### config.mk
export PLATFORM = sky130hd
export DESIGN_NAME = baudgen_dual_src
export DESIGN_NICKNAME = d
export VERILOG_FILES = /design/src/rtl/baudgen_pkg.sv /design/src/rtl/baudgen_regs.sv /design/src/rtl/baudgen_prescale.sv /design/src/rtl/baudgen_divider.sv /design/src/rtl/baudgen_dual_src.sv
export SDC_FILE = /design/constraint.sdc
export NUM_CORES = 1
export LEC_CHECK = 0
export BUFFER_PORTS_ARGS = -buffer_cell sky130_fd_sc_hd__buf_2
export CORE_ASPECT_RATIO = 1.1
export CORE_MARGIN = 1
export CORE_UTILIZATION = 51
export DETAILED_ROUTE_END_ITERATION = 10
export PLACE_DENSITY = 0.73
export SYNTH_ARGS = -nofsm -noshare
export SYNTH_HDL_FRONTEND = slang
export SYNTH_HIERARCHICAL = 1
export SYNTH_SLANG_ARGS = --single-unit
### constraint.sdc
create_clock -name clk -period 2.8 [get_ports clk]
set_input_delay 0.42 -clock clk [delete_from_list [all_inputs] [get_ports clk]]
set_output_delay 0.42 -clock clk [all_outputs]
set_load 0.005 [all_outputs]
### src/rtl/baudgen_pkg.sv
package baudgen_pkg;

  typedef enum logic {
    SRC_MAIN = 1'b0,
    SRC_XTAL = 1'b1
  } src_e;

  // Fixed prescale belonging to a source path index (1 = crystal path).
  function automatic int unsigned prescale_of(input int unsigned src_idx,
                                              input int unsigned main_pre,
                                              input int unsigned xtal_pre);
    return (src_idx == 1) ? xtal_pre : main_pre;
  endfunction

  // Counter width able to hold 0 .. n-1, never narrower than one bit.
  function automatic int unsigned cnt_width(input int unsigned n);
    return (n <= 2) ? 1 : $clog2(n);
  endfunction

  // Source enables per tick for a prescale and a divisor value.
  function automatic longint unsigned enables_per_tick(input int unsigned pre,
                                                       input longint unsigned div);
    return longint'(pre) * (div + 1);
  endfunction

endpackage

### src/rtl/baudgen_regs.sv
module baudgen_regs #(
  parameter int unsigned DIV_W = 23,
  parameter int unsigned ADDR_W = 8,
  parameter logic [ADDR_W-1:0] REG_ADDR = 'h14,
  localparam int unsigned REG_W = DIV_W + 2
) (
  input  logic              clk,
  input  logic              rst_n,
  input  logic              wr_en,
  input  logic [ADDR_W-1:0] wr_addr,
  input  logic [REG_W-1:0]  wr_data,
  output logic [REG_W-1:0]  rd_data,
  output logic [DIV_W-1:0]  cfg_div,
  output logic              cfg_use,
  output logic              cfg_sel
);
  localparam int unsigned USE_BIT = DIV_W;
  localparam int unsigned SEL_BIT = DIV_W + 1;

  logic [REG_W-1:0] reg_q;
  logic             hit;

  assign hit = wr_en && (wr_addr == REG_ADDR);

  always_ff @(posedge clk or negedge rst_n) begin
    if (!rst_n)   reg_q <= '0;
    else if (hit) reg_q <= wr_data;
  end

  assign rd_data = reg_q;
  assign cfg_div = reg_q[DIV_W-1:0];
  assign cfg_use = reg_q[USE_BIT];
  assign cfg_sel = reg_q[SEL_BIT];


  reg_hold_chk: assert property (@(posedge clk) disable iff (!rst_n)
    !hit |=> $stable(reg_q));

endmodule

### src/rtl/baudgen_prescale.sv
module baudgen_prescale #(
  parameter int unsigned PRE = 4
) (
  input  logic clk,
  input  logic rst_n,
  input  logic en,
  input  logic active,
  output logic wrap
);
  localparam int unsigned CW = baudgen_pkg::cnt_width(PRE);
  localparam logic [CW-1:0] LAST = CW'(PRE - 1);

  logic [CW-1:0] cnt;

  assign wrap = active && en && (cnt == LAST);

  always_ff @(posedge clk or negedge rst_n) begin
    if (!rst_n)      cnt <= '0;
    else if (!active) cnt <= '0;
    else if (en)     cnt <= wrap ? '0 : cnt + 1'b1;
  end


  pre_range_chk: assert property (@(posedge clk) disable iff (!rst_n)
    cnt <= LAST);

endmodule

### src/rtl/baudgen_divider.sv
module baudgen_divider #(
  parameter int unsigned DIV_W = 23
) (
  input  logic             clk,
  input  logic             rst_n,
  input  logic             go,
  input  logic             step,
  input  logic [DIV_W-1:0] limit,
  output logic             fire
);
  logic [DIV_W-1:0] cnt;

  assign fire = go && step && (cnt == limit);

  always_ff @(posedge clk or negedge rst_n) begin
    if (!rst_n)   cnt <= '0;
    else if (!go) cnt <= '0;
    else if (step) cnt <= (cnt == limit) ? '0 : cnt + 1'b1;
  end


  div_range_chk: assert property (@(posedge clk) disable iff (!rst_n)
    go |-> cnt <= limit);

endmodule

### src/rtl/baudgen_dual_src.sv
module baudgen_dual_src #(
  parameter int unsigned DIV_W = 23,
  parameter int unsigned ADDR_W = 8,
  parameter logic [ADDR_W-1:0] REG_ADDR = 'h14,
  parameter int unsigned MAIN_PRE = 4,
  parameter int unsigned XTAL_PRE = 3,
  localparam int unsigned REG_W = DIV_W + 2
) (
  input  logic              clk,
  input  logic              rst_n,
  input  logic              wr_en,
  input  logic [ADDR_W-1:0] wr_addr,
  input  logic [REG_W-1:0]  wr_data,
  input  logic              main_ce,
  input  logic              xtal_ce,
  output logic [REG_W-1:0]  rd_data,
  output logic              tick
);
  import baudgen_pkg::*;

  localparam int unsigned NSRC = 2;

  logic [DIV_W-1:0] cfg_div;
  logic             cfg_use;
  logic             cfg_sel;

  logic             running_q;
  logic [DIV_W-1:0] act_div;
  src_e             act_sel;
  logic             go;
  logic [NSRC-1:0]  src_en;
  logic [NSRC-1:0]  wrap;
  logic             step;
  logic             fire;
  logic             tick_q;

  baudgen_regs #(.DIV_W(DIV_W), .ADDR_W(ADDR_W), .REG_ADDR(REG_ADDR)) u_regs (
    .clk(clk), .rst_n(rst_n), .wr_en(wr_en), .wr_addr(wr_addr), .wr_data(wr_data),
    .rd_data(rd_data), .cfg_div(cfg_div), .cfg_use(cfg_use), .cfg_sel(cfg_sel)
  );

  // Counting runs only once the shadow copy is loaded and the flag is still set.
  assign go     = running_q && cfg_use;
  assign src_en = {xtal_ce, main_ce};

  for (genvar gi = 0; gi < NSRC; gi++) begin : g_src
    localparam int unsigned PRE = prescale_of(gi, MAIN_PRE, XTAL_PRE);
    localparam src_e        ME  = (gi == 1) ? SRC_XTAL : SRC_MAIN;
    baudgen_prescale #(.PRE(PRE)) u_pre (
      .clk(clk), .rst_n(rst_n), .en(src_en[gi]),
      .active(go && (act_sel == ME)), .wrap(wrap[gi])
    );
  end

  assign step = (act_sel == SRC_XTAL) ? wrap[1] : wrap[0];

  baudgen_divider #(.DIV_W(DIV_W)) u_div (
    .clk(clk), .rst_n(rst_n), .go(go), .step(step), .limit(act_div), .fire(fire)
  );

  always_ff @(posedge clk or negedge rst_n) begin
    if (!rst_n) begin
      running_q <= 1'b0;
      act_div   <= '0;
      act_sel   <= SRC_MAIN;
      tick_q    <= 1'b0;
    end else begin
      running_q <= cfg_use;
      if ((cfg_use && !running_q) || fire) begin
        act_div <= cfg_div;
        act_sel <= src_e'(cfg_sel);
      end
      tick_q <= fire;
    end
  end

  assign tick = tick_q;


  tick_single_chk: assert property (@(posedge clk) disable iff (!rst_n)
    tick |=> !tick);


  no_tick_when_off_chk: assert property (@(posedge clk) disable iff (!rst_n)
    !cfg_use |=> !tick);


  shadow_hold_chk: assert property (@(posedge clk) disable iff (!rst_n)
    (go && $past(go) && !$past(fire)) |-> ($stable(act_div) && $stable(act_sel)));


  start_clear_chk: assert property (@(posedge clk) disable iff (!rst_n)
    $rose(running_q) |-> !tick);

endmodule

==> flow_summary.json, run 1 <==
{
  "ir_drop_mv": 0.362,
  "cts.clk_slew.worst_paths_ps": 80,
  "finalPower_mw": 2.48,
  "cp_max_fo": 24,
  "hold_viol": 0,
  "grt_pass1_vias": 2445,
  "start_util_pct": 53.3,
  "hold_buffers": 0,
  "synth.avg_cell_area_um2": 12.0,
  "dieArea_um2": 8210,
  "cpMostUsedCell": "mux2_2",
  "htree_levels": 3,
  "maxCapViolCount": 0,
  "antenna_found_initial": 0,
  "syn_area_um2": 4010,
  "clk_path_buf_depth": 2,
  "placementRows": 33,
  "yosysSeqAreaShare_pct": 48.7,
  "cts_tree": "done",
  "cp-startpoint": "u_regs/rd_data[23]",
  "placed_cells": 462,
  "drc_errors": 0,
  "drt-total-wl_um": 6960,
  "clock_skew_ps": 9.09,
  "pre_cts_ws_ps": 441,
  "hp-class": "primary input to asynchronous set/reset pin",
  "overflow": 0,
  "fillers": 637,
  "critPathCaptureType": "register",
  "slowest_delay_ps": 450,
  "cts_resized": 0,
  "nNetsFinal": 408,
  "synth_cell_types": 42,
  "async_flop_share_pct": 100,
  "worst-path-buf-inv": 1,
  "clock-sinks": 78,
  "postCtsSetupBuffers": 0,
  "grt_start_max_net_pins": 79,
  "layout-drive-gt1-share_pct": 37.5,
  "ios": 64,
  "num_vias": 2576,
  "synth_edf_count": 0,
  "worstSetupStartpointType": "register",
  "gp_congestion": 0.813,
  "tightest_slew_ps": 958,
  "cts_buffers": 9,
  "synthFlopType": "dfrtp_1",
  "grt_setup_unrepaired": "false",
  "yosysWarnings": 6,
  "area_delta_synth_final_pct": 10.8,
  "worst_slack_ps": 442,
  "max_slew_margin_pct": 36.1,
  "die_h_um": 95.0,
  "cp_top_family": "simple AND/OR/NAND/NOR gates",
  "fmax_ghz": 0.424,
  "crit_required_ps": 3040,
  "slew_violations": 0,
  "finalCriticalPeriod_ps": 2360,
  "ys_ff_latch": 78,
  "cellLeakagePower_nw": 2.31,
  "die_w_um": 86.5,
  "status": "complete, no violations",
  "powerDensity_nw_per_um2": 559,
  "dp.final_hpwl_um": 4790,
  "wire_per_inst_um": 14.6,
  "arrival_ps": 2600,
  "drt_iter0_drc": 119,
  "dr.pass1.iters": 4,
  "gr-usage-all-layers_pct": 18.8,
  "fin_tns_setup_ps": 0,
  "diodes": 0,
  "r2r_start": "u_regs/rd_data[23]",
  "syn_inst": 335,
  "root_buffer": "clkbuf_8",
  "finalSetupViolations": 0,
  "via_per_inst": 5.39,
  "port_buffers": 63,
  "critical_path.cell_chain": "and2_1, nor2b_1, and3_2, mux2_2, nand2_1, nor2_1, a21oi_4, buf_4, mux2_2",
  "core_area_um2": 7510,
  "syn-num-nets": 375,
  "worst-setup-path-type": "register to register",
  "final_cells": 478,
  "ant_nets": 0,
  "grt_pass1_wl_um": 11600,
  "crit_slowest_cell": "dfrtp_1",
  "clk_latency_ps": 360,
  "fin_crit_sh_pct": 84.2
}
[synthesized netlist by cell type, types with 2 or more instances]
cell type	count	area share (%)
mux2i_1	7	1.7
o21ai_0	5	0.62
nand3_1	16	2.0
and2_1	3	0.47
buf_2	9	1.1
a221o_1	2	0.50
buf_6	6	1.7
nand3b_1	3	0.56
ha_1	2	0.62
nor2b_1	3	0.47
nand4_1	9	1.4
and3_1	8	1.2
xnor2_1	23	5.0
clkbuf_1	2	0.19
a21o_1	7	1.3
clkbuf_2	2	0.25
mux2_2	30	8.4
a22o_1	8	1.7
nor2_1	15	1.4
nor3_1	2	0.25
buf_4	25	4.7
nand2_1	12	1.1
nor3_2	2	0.50
inv_1	4	0.37
a21oi_1	14	1.7
nand2b_1	3	0.47
mux2_4	20	7.5
dfrtp_1	78	49
a31oi_1	2	0.31
[final cells by class]
type                            count  area [µm²]  share of cell area [%]
Sequential cell                    78        1950                    44.0
Multi-Input combinational cell    209        1720                    38.8
Timing Repair Buffer               66         353                    7.95
Clock inverter                      7         143                    3.21
Tap cell                          105         131                    2.96
Clock buffer                        9         124                    2.79
Inverter                            4        15.0                   0.338
[worst reg2reg max path, delay by kind of cell (launching register included)]
family	cells	cell delay, ps
muxes	2	660
DFF	1	450
and+or+nand+nor	5	720
AOI/OAI and AO/OA	1	100
buffers and inverters	1	310
[sequential cells by signal, indices dropped and copies added (netlist names)]
register / cells
u_regs/rd_data: 25
act_div: 23
u_div/cnt: 23
g_src.u_pre/cnt: 4
act_sel: 1
running_q: 1
tick: 1
[logic make-up (layout without fill, tap and decap cells)]
group	after synthesis	after routing	share of synthesized area, %
AOI/OAI and AO/OA	42	42	7.28
xor gates and xnor gates	24	24	5.25
adders and majority gates	2	2	0.625
buffers and inverters	48	86	8.31
DFF	78	78	48.7
muxes	58	58	18.0
and+or+nand+nor	83	83	11.9
[routing by layer]
metal	vias to the layer above	share of wire [%]	GRT usage, %
li1	1222	-	-
met5	-	0	0
met4	0	2.4	11.0
met1	1276	45	25.0
met3	18	3.6	3.76
met2	60	49	28.8
[metrics by stage]
stage	instance area, µm²	util (%)	hold slack (ps)
finish	4440	59.1	201
global route	4440	59.1	270
CTS	4440	59.1	240
detailed placement	4170	55.5	494
global placement	4170	55.5	471
floorplan	4010	-	124
[cells in the final DEF, fill, tap and decap left out, drive strengths merged, types with 3 or more instances in the layout]
cell type	instances
nand4	9
inv	6
mux2i	7
bufinv	4
and2	3
and3	9
nand3	16
a22o	8
a21oi	16
xnor2	23
buf	66
nor2	15
nand2b	3
nor2b	3
mux2	51
nand2	12
clkbuf	9
nand3b	3
o21ai	5
a21o	7
nor3	4
dfrtp	78
[final timing paths]
kind / depth (start not counted) / to / slack [ps]
worst max-delay path: 9 / act_div[13] / 440
worst min-delay path: 1 / act_div[14] / 200
worst max register to register: 9 / act_div[13] / 440
worst min register to register: 1 / g_src[1].u_pre/cnt[0] / 520
max in group asynchronous: 1 / act_div[9] / 1970
min in group clk: 2 / u_regs/rd_data[2] / 290
[where the power goes]
group	switching (mW)	internal [mW]
clock network	0.417	0.687
logic	0.0842	0.101
registers	0.0301	1.16
total	0.532	1.95
(Power assumes the default switching activity.)
==> run 2: changes to the inputs <==
--- a/config.mk
+++ b/config.mk
@@ -5,12 +5,13 @@
 export SDC_FILE = /design/constraint.sdc
 export NUM_CORES = 1
 export LEC_CHECK = 0
+export ABC_AREA = 1
 export BUFFER_PORTS_ARGS = -buffer_cell sky130_fd_sc_hd__buf_2
 export CORE_ASPECT_RATIO = 1.1
 export CORE_MARGIN = 1
 export CORE_UTILIZATION = 51
 export DETAILED_ROUTE_END_ITERATION = 10
-export PLACE_DENSITY = 0.73
+export PLACE_DENSITY = 0.72
 export SYNTH_ARGS = -nofsm -noshare
 export SYNTH_HDL_FRONTEND = slang
 export SYNTH_HIERARCHICAL = 1
==> constraint.sdc (replaced) <==
create_clock -name clk -period 2.44 [get_ports clk]
set_input_delay 0.366 -clock clk [delete_from_list [all_inputs] [get_ports clk]]
set_output_delay 0.366 -clock clk [all_outputs]
set_load 0.005 [all_outputs]
==> run 2 against run 1 <==
Against the previous run:
- utilization down 1.0 points
- largest cell class is now multi-input gates
- first-iteration DRC count is 82% higher
- register-to-register slack got worse by 90 ps
- sequential power rose by 15%
==> flow_summary.json, run 2 <==
{
  "synth_common_cells": "nand2_1 (252), dfrtp_1 (78), nand3_1 (64)",
  "postCtsSetupBuffers": 0,
  "area_delta_synth_final_pct": 9.28,
  "via_per_inst": 5.03,
  "grt_pass1_vias": 3509,
  "clk_path_buf_depth": 2,
  "placementRows": 35,
  "syn-num-nets": 656,
  "ys_ff_latch": 78,
  "cts_tree": "done",
  "synth_area_leaders": "dfrtp_1 (43%), nand2_1 (21%), nand3_1 (7.1%), buf_4 (5.2%), inv_1 (4.3%)",
  "fin_util_pct": 58.1,
  "async_flop_share_pct": 100,
  "yosysSeqAreaShare_pct": 43.5,
  "syn_area_um2": 4490,
  "tightest_slew_ps": 608,
  "hold_viol": 0,
  "crit_slowest_cell": "dfrtp_1",
  "die_w_um": 91.5,
  "cp_top_family": "simple AND/OR/NAND/NOR gates",
  "cellLeakagePower_nw": 2.82,
  "root_buffer": "clkbuf_8",
  "crit_required_ps": 2720,
  "cts.clk_slew.worst_paths_ps": 90,
  "powerDensity_nw_per_um2": 593,
  "die_h_um": 100,
  "finalPower_mw": 2.91,
  "p_sw_uw": 755,
  "maxCapViolCount": 0,
  "worst-setup-path-type": "register to register",
  "clk_latency_ps": 350,
  "port_buffers": 63,
  "worst-path-buf-inv": 1,
  "fillers": 765,
  "drc_errors": 0,
  "drt_iter0_drc": 217,
  "p_seq_share_pct": 47.2,
  "worstSetupStartpointType": "register",
  "final_common_cell": "nand2_1",
  "drt-total-wl_um": 9360,
  "ff_latch_area_um2": 1950,
  "hp-class": "primary input to asynchronous set/reset pin",
  "post-synth-top-count-cell": "nand2_1",
  "antenna_found_initial": 0,
  "final_cell_area_um2": 4910,
  "cp_max_fo": 25,
  "status": "complete, no violations",
  "layout-drive-gt1-share_pct": 16.2,
  "layout.cells.most_common_list": "nand2_1 (252), dfrtp_1 (78), nand3_1 (64)",
  "nNetsFinal": 689,
  "pre_cts_ws_ps": 382,
  "finalSetupViolations": 0,
  "clock-sinks": 78,
  "dieArea_um2": 9180,
  "wire_per_inst_um": 12.3,
  "synth_cell_types": 26,
  "synth_edf_count": 0,
  "diodes": 0,
  "ios": 64,
  "slew_violations": 0,
  "gr-usage-all-layers_pct": 22.3,
  "sw_frac_of_total_pct": 25.9,
  "fin_crit_sh_pct": 85.6,
  "ir_drop_mv": 0.309,
  "p_clk_share_pct": 40.8,
  "num_vias": 3840,
  "dr.pass1.iters": 4,
  "core_area_um2": 8450,
  "overflow": 0,
  "fmax_ghz": 0.479,
  "comb_power_share_pct": 12.0,
  "dp.final_hpwl_um": 6820,
  "cpMostUsedCell": "nand2_1",
  "synth.avg_cell_area_um2": 7.29,
  "post_dp_cell_area_um2": 4660,
  "max_slew_margin_pct": 59.5,
  "critPathCaptureType": "register",
  "critical_path.cell_chain": "nand2_1, nor2_1, nand2_2, nor2_1, nand2_1, nand2_1, nand2_1, nor2_1, inv_2, nand2_4, nand2_1, nand2_1",
  "finalCriticalPeriod_ps": 2090,
  "synthFlopType": "dfrtp_1",
  "gp_congestion": 0.884,
  "start_util_pct": 53.1,
  "cts_buffers": 9,
  "htree_levels": 3,
  "grt_setup_unrepaired": "false",
  "grt_start_max_net_pins": 49,
  "multi_input_area_um2": 1980,
  "synth_top_cell_by_area": "dfrtp_1",
  "worst_slack_ps": 351,
  "clock_skew_ps": 8.99,
  "grt_pass1_wl_um": 16100,
  "synth.top_cell.area_share_pct": 43.5,
  "arrival_ps": 2370,
  "syn_inst": 616,
  "ant_nets": 0,
  "p_int_mw": 2.16,
  "slowest_delay_ps": 460,
  "yosysWarnings": 6,
  "largest_reg_flops": 25,
  "fin_tns_setup_ps": 0
}
[run 2: cell type report]
type	count	share of cell area [%]
flip-flops and latches	78	39.8
repair buffers	69	7.65
clock inverters	5	2.19
multi-input cells	433	40.3
inverters	58	4.44
clock buffers	10	2.80
well taps	111	2.83
[run 2: cell families after synthesis]
family          Yosys count  share of synthesized area (%)
compound gates            4                          0.446
xor+xnor                 18                           3.51
fa+ha+maj                 2                          0.557
simple gates            409                           39.5
flops                    78                           43.5
buf+inv                 105                           12.5
[run 2: path summary, 6_finish.rpt]
check	startpoint	to	slack, ps	cells past startpoint
worst max-delay path	u_regs/rd_data[23]	act_div[9]	350	12
worst min-delay path	rst_n	u_div/cnt[5]	30	1
worst max register to register	u_regs/rd_data[23]	act_div[9]	350	12
worst min register to register	u_regs/rd_data[12]	act_div[12]	500	2
max in group asynchronous	rst_n	act_div[3]	1820	2
min in group clk	wr_data[11]	u_regs/rd_data[11]	260	3
[run 2: metal layers]
layer | track usage [%] | up-vias | routed length, µm
li1 | - | 1961 | -
met1 | 29.1 | 1768 | 4330
met2 | 36.7 | 95 | 4480
met3 | 2.73 | 16 | 309
met4 | 11.2 | 0 | 240
met5 | 0 | - | 0
[run 2: power groups by stage]
stage                     combinational, mW  sequential (mW)  clock (mW)
after floorplan                       0.279             1.39           0
after global placement                0.343             1.40           0
after detailed placement              0.350             1.40           0
after CTS                             0.352             1.37        1.20
after global routing                  0.387             1.38        1.26
final                                 0.349             1.37        1.19
[run 2: through the flow]
| step | hold WS [ps] | cells |
|---|---|---|
| 6_report | 32.4 | 764 |
| 5_1_grt | 71.0 | 764 |
| 4_1_cts | 42.6 | 764 |
| 3_5_place_dp | 424 | 749 |
| 3_3_place_gp | 421 | 749 |
| 2_1_floorplan | 70.4 | 616 |
[run 2: what timing repair did]
action | in CTS | in global routing
setup endpoints to repair | 0 | 2
hold buffers | 0 | 0
resized for setup | 0 | 1
==> run 3: changes to the inputs <==
--- a/config.mk
+++ b/config.mk
@@ -12,6 +12,7 @@
 export CORE_UTILIZATION = 51
 export DETAILED_ROUTE_END_ITERATION = 10
 export PLACE_DENSITY = 0.72
+export RECOVER_POWER = 100
 export SYNTH_ARGS = -nofsm -noshare
 export SYNTH_HDL_FRONTEND = slang
 export SYNTH_HIERARCHICAL = 1
==> run 3 against run 2 <==
Against the previous run:
- critical endpoint is now act_div[6]
- final cell count unchanged
- via count up 0.91%
- global-route usage unchanged
- sequential power barely moved
- clock skew rose by 1.0 ps
- sequential share of layout area increased by 0.48 points
- combinational power is 2% lower
- non-clock buffer count did not move
==> flow_summary.json, run 3 (synthesis results as in run 2) <==
{
  "maxCapViolCount": 0,
  "gr-usage-all-layers_pct": 22.3,
  "slowest_delay_ps": 460,
  "tightest_slew_ps": 1150,
  "via_per_inst": 5.07,
  "cts.clk_slew.worst_paths_ps": 90,
  "powerDensity_nw_per_um2": 599,
  "clk_latency_ps": 350,
  "slew_violations": 0,
  "worst-setup-path-type": "register to register",
  "grt_start_max_net_pins": 49,
  "overflow": 0,
  "hold_buffers": 0,
  "cpMostUsedCell": "nand2_1",
  "fmax_ghz": 0.479,
  "die_w_um": 91.5,
  "crit_required_ps": 2730,
  "htree_levels": 3,
  "diodes": 0,
  "grt_pass1_vias": 3509,
  "worstSetupStartpointType": "register",
  "critPathCaptureType": "register",
  "post_dp_cell_area_um2": 4660,
  "clock-sinks": 78,
  "cp_max_fo": 25,
  "worst-path-buf-inv": 1,
  "area_delta_synth_final_pct": 7.97,
  "ant_nets": 0,
  "root_buffer": "clkbuf_8",
  "placementRows": 35,
  "layout.cells.most_common_list": "nand2_1 (253), dfrtp_1 (78), nand3_1 (65)",
  "crit_slowest_cell": "dfrtp_1",
  "antenna_found_initial": 0,
  "grt_setup_unrepaired": "false",
  "drt_iter0_drc": 218,
  "largest_reg_flops": 25,
  "die_h_um": 100,
  "port_buffers": 63,
  "dp.final_hpwl_um": 6820,
  "start_util_pct": 53.1,
  "clk_path_buf_depth": 2,
  "final_cell_area_um2": 4850,
  "finalSetupViolations": 0,
  "core_area_um2": 8450,
  "cts_buffers": 9,
  "finalCriticalPeriod_ps": 2090,
  "final_cells": 764,
  "ir_drop_mv": 0.309,
  "placed_cells": 749,
  "critical_path.cell_chain": "nand2_1, nor2_1, nand2_2, nor2_1, nand2_1, nand2_1, nand2_1, nor2_1, inv_2, nand2_4, nand2_1, nand2_1",
  "cp_top_family": "simple AND/OR/NAND/NOR gates",
  "grt_pass1_wl_um": 16100,
  "cts_tree": "done",
  "max_slew_margin_pct": 23.4,
  "gp_congestion": 0.884,
  "cp-startpoint": "u_regs/rd_data[23]",
  "layout-drive-gt1-share_pct": 13.8,
  "r2r_start": "u_regs/rd_data[23]",
  "drt-total-wl_um": 9400,
  "ios": 64,
  "nNetsFinal": 689,
  "clock_skew_ps": 10.0,
  "dr.pass1.iters": 5,
  "cellLeakagePower_nw": 2.75,
  "status": "complete, no violations",
  "final_common_cell": "nand2_1",
  "hold_viol": 0,
  "hp-class": "primary input to asynchronous set/reset pin",
  "fin_crit_sh_pct": 85.6,
  "wire_per_inst_um": 12.3,
  "dieArea_um2": 9180,
  "drc_errors": 0,
  "num_vias": 3875,
  "fin_tns_setup_ps": 0,
  "arrival_ps": 2380
}
## run 3: cell type report
type / count / area [µm²]
Inverter: 58 / 218
Fill cell: 779 / 3600
Tap cell: 111 / 139
Clock buffer: 10 / 138
Sequential cell: 78 / 1950
Multi-Input combinational cell: 433 / 1950
Timing Repair Buffer: 69 / 340
Clock inverter: 5 / 108
## run 3: power breakdown
part / switching, mW / internal [mW]
Clock: 0.482 / 0.706
Combinational: 0.229 / 0.111
Sequential: 0.0413 / 1.33
## run 3: per-stage QoR
step	utilization [%]	hold slack [ps]	power, mW	setup WS [ps]
finish	57.4	236	2.90	352
global placement	55.1	421	1.74	500
global route	57.4	262	3.02	36.0
CTS	58.0	42.6	2.93	353
floorplan	-	70.4	1.66	674
detailed placement	55.1	424	1.75	382
## run 3: path summary, 6_finish.rpt
| kind | endpoint | slack [ps] | cells after the start |
|---|---|---|---|
| worst max-delay path | act_div[6] | 350 | 12 |
| worst min-delay path | u_div/cnt[5] | 240 | 1 |
| worst max register to register | act_div[6] | 350 | 12 |
| worst min register to register | act_div[12] | 500 | 2 |
| max in group asynchronous | act_div[3] | 860 | 2 |
| min in group clk | u_regs/rd_data[11] | 260 | 3 |
## run 3: per-layer routing
layer | part of all wire, % | vias to the layer above | track usage [%]
li1 | - | 1961 | -
met2 | 47 | 106 | 36.7
met4 | 2.9 | 0 | 11.2
met1 | 46 | 1788 | 29.1
met3 | 3.7 | 20 | 2.73
met5 | 0 | - | 0
## run 3: repair_timing
action,CTS,global route
setup endpoints to repair,0,2
gates resized for setup,0,1
buffers inserted,0,0
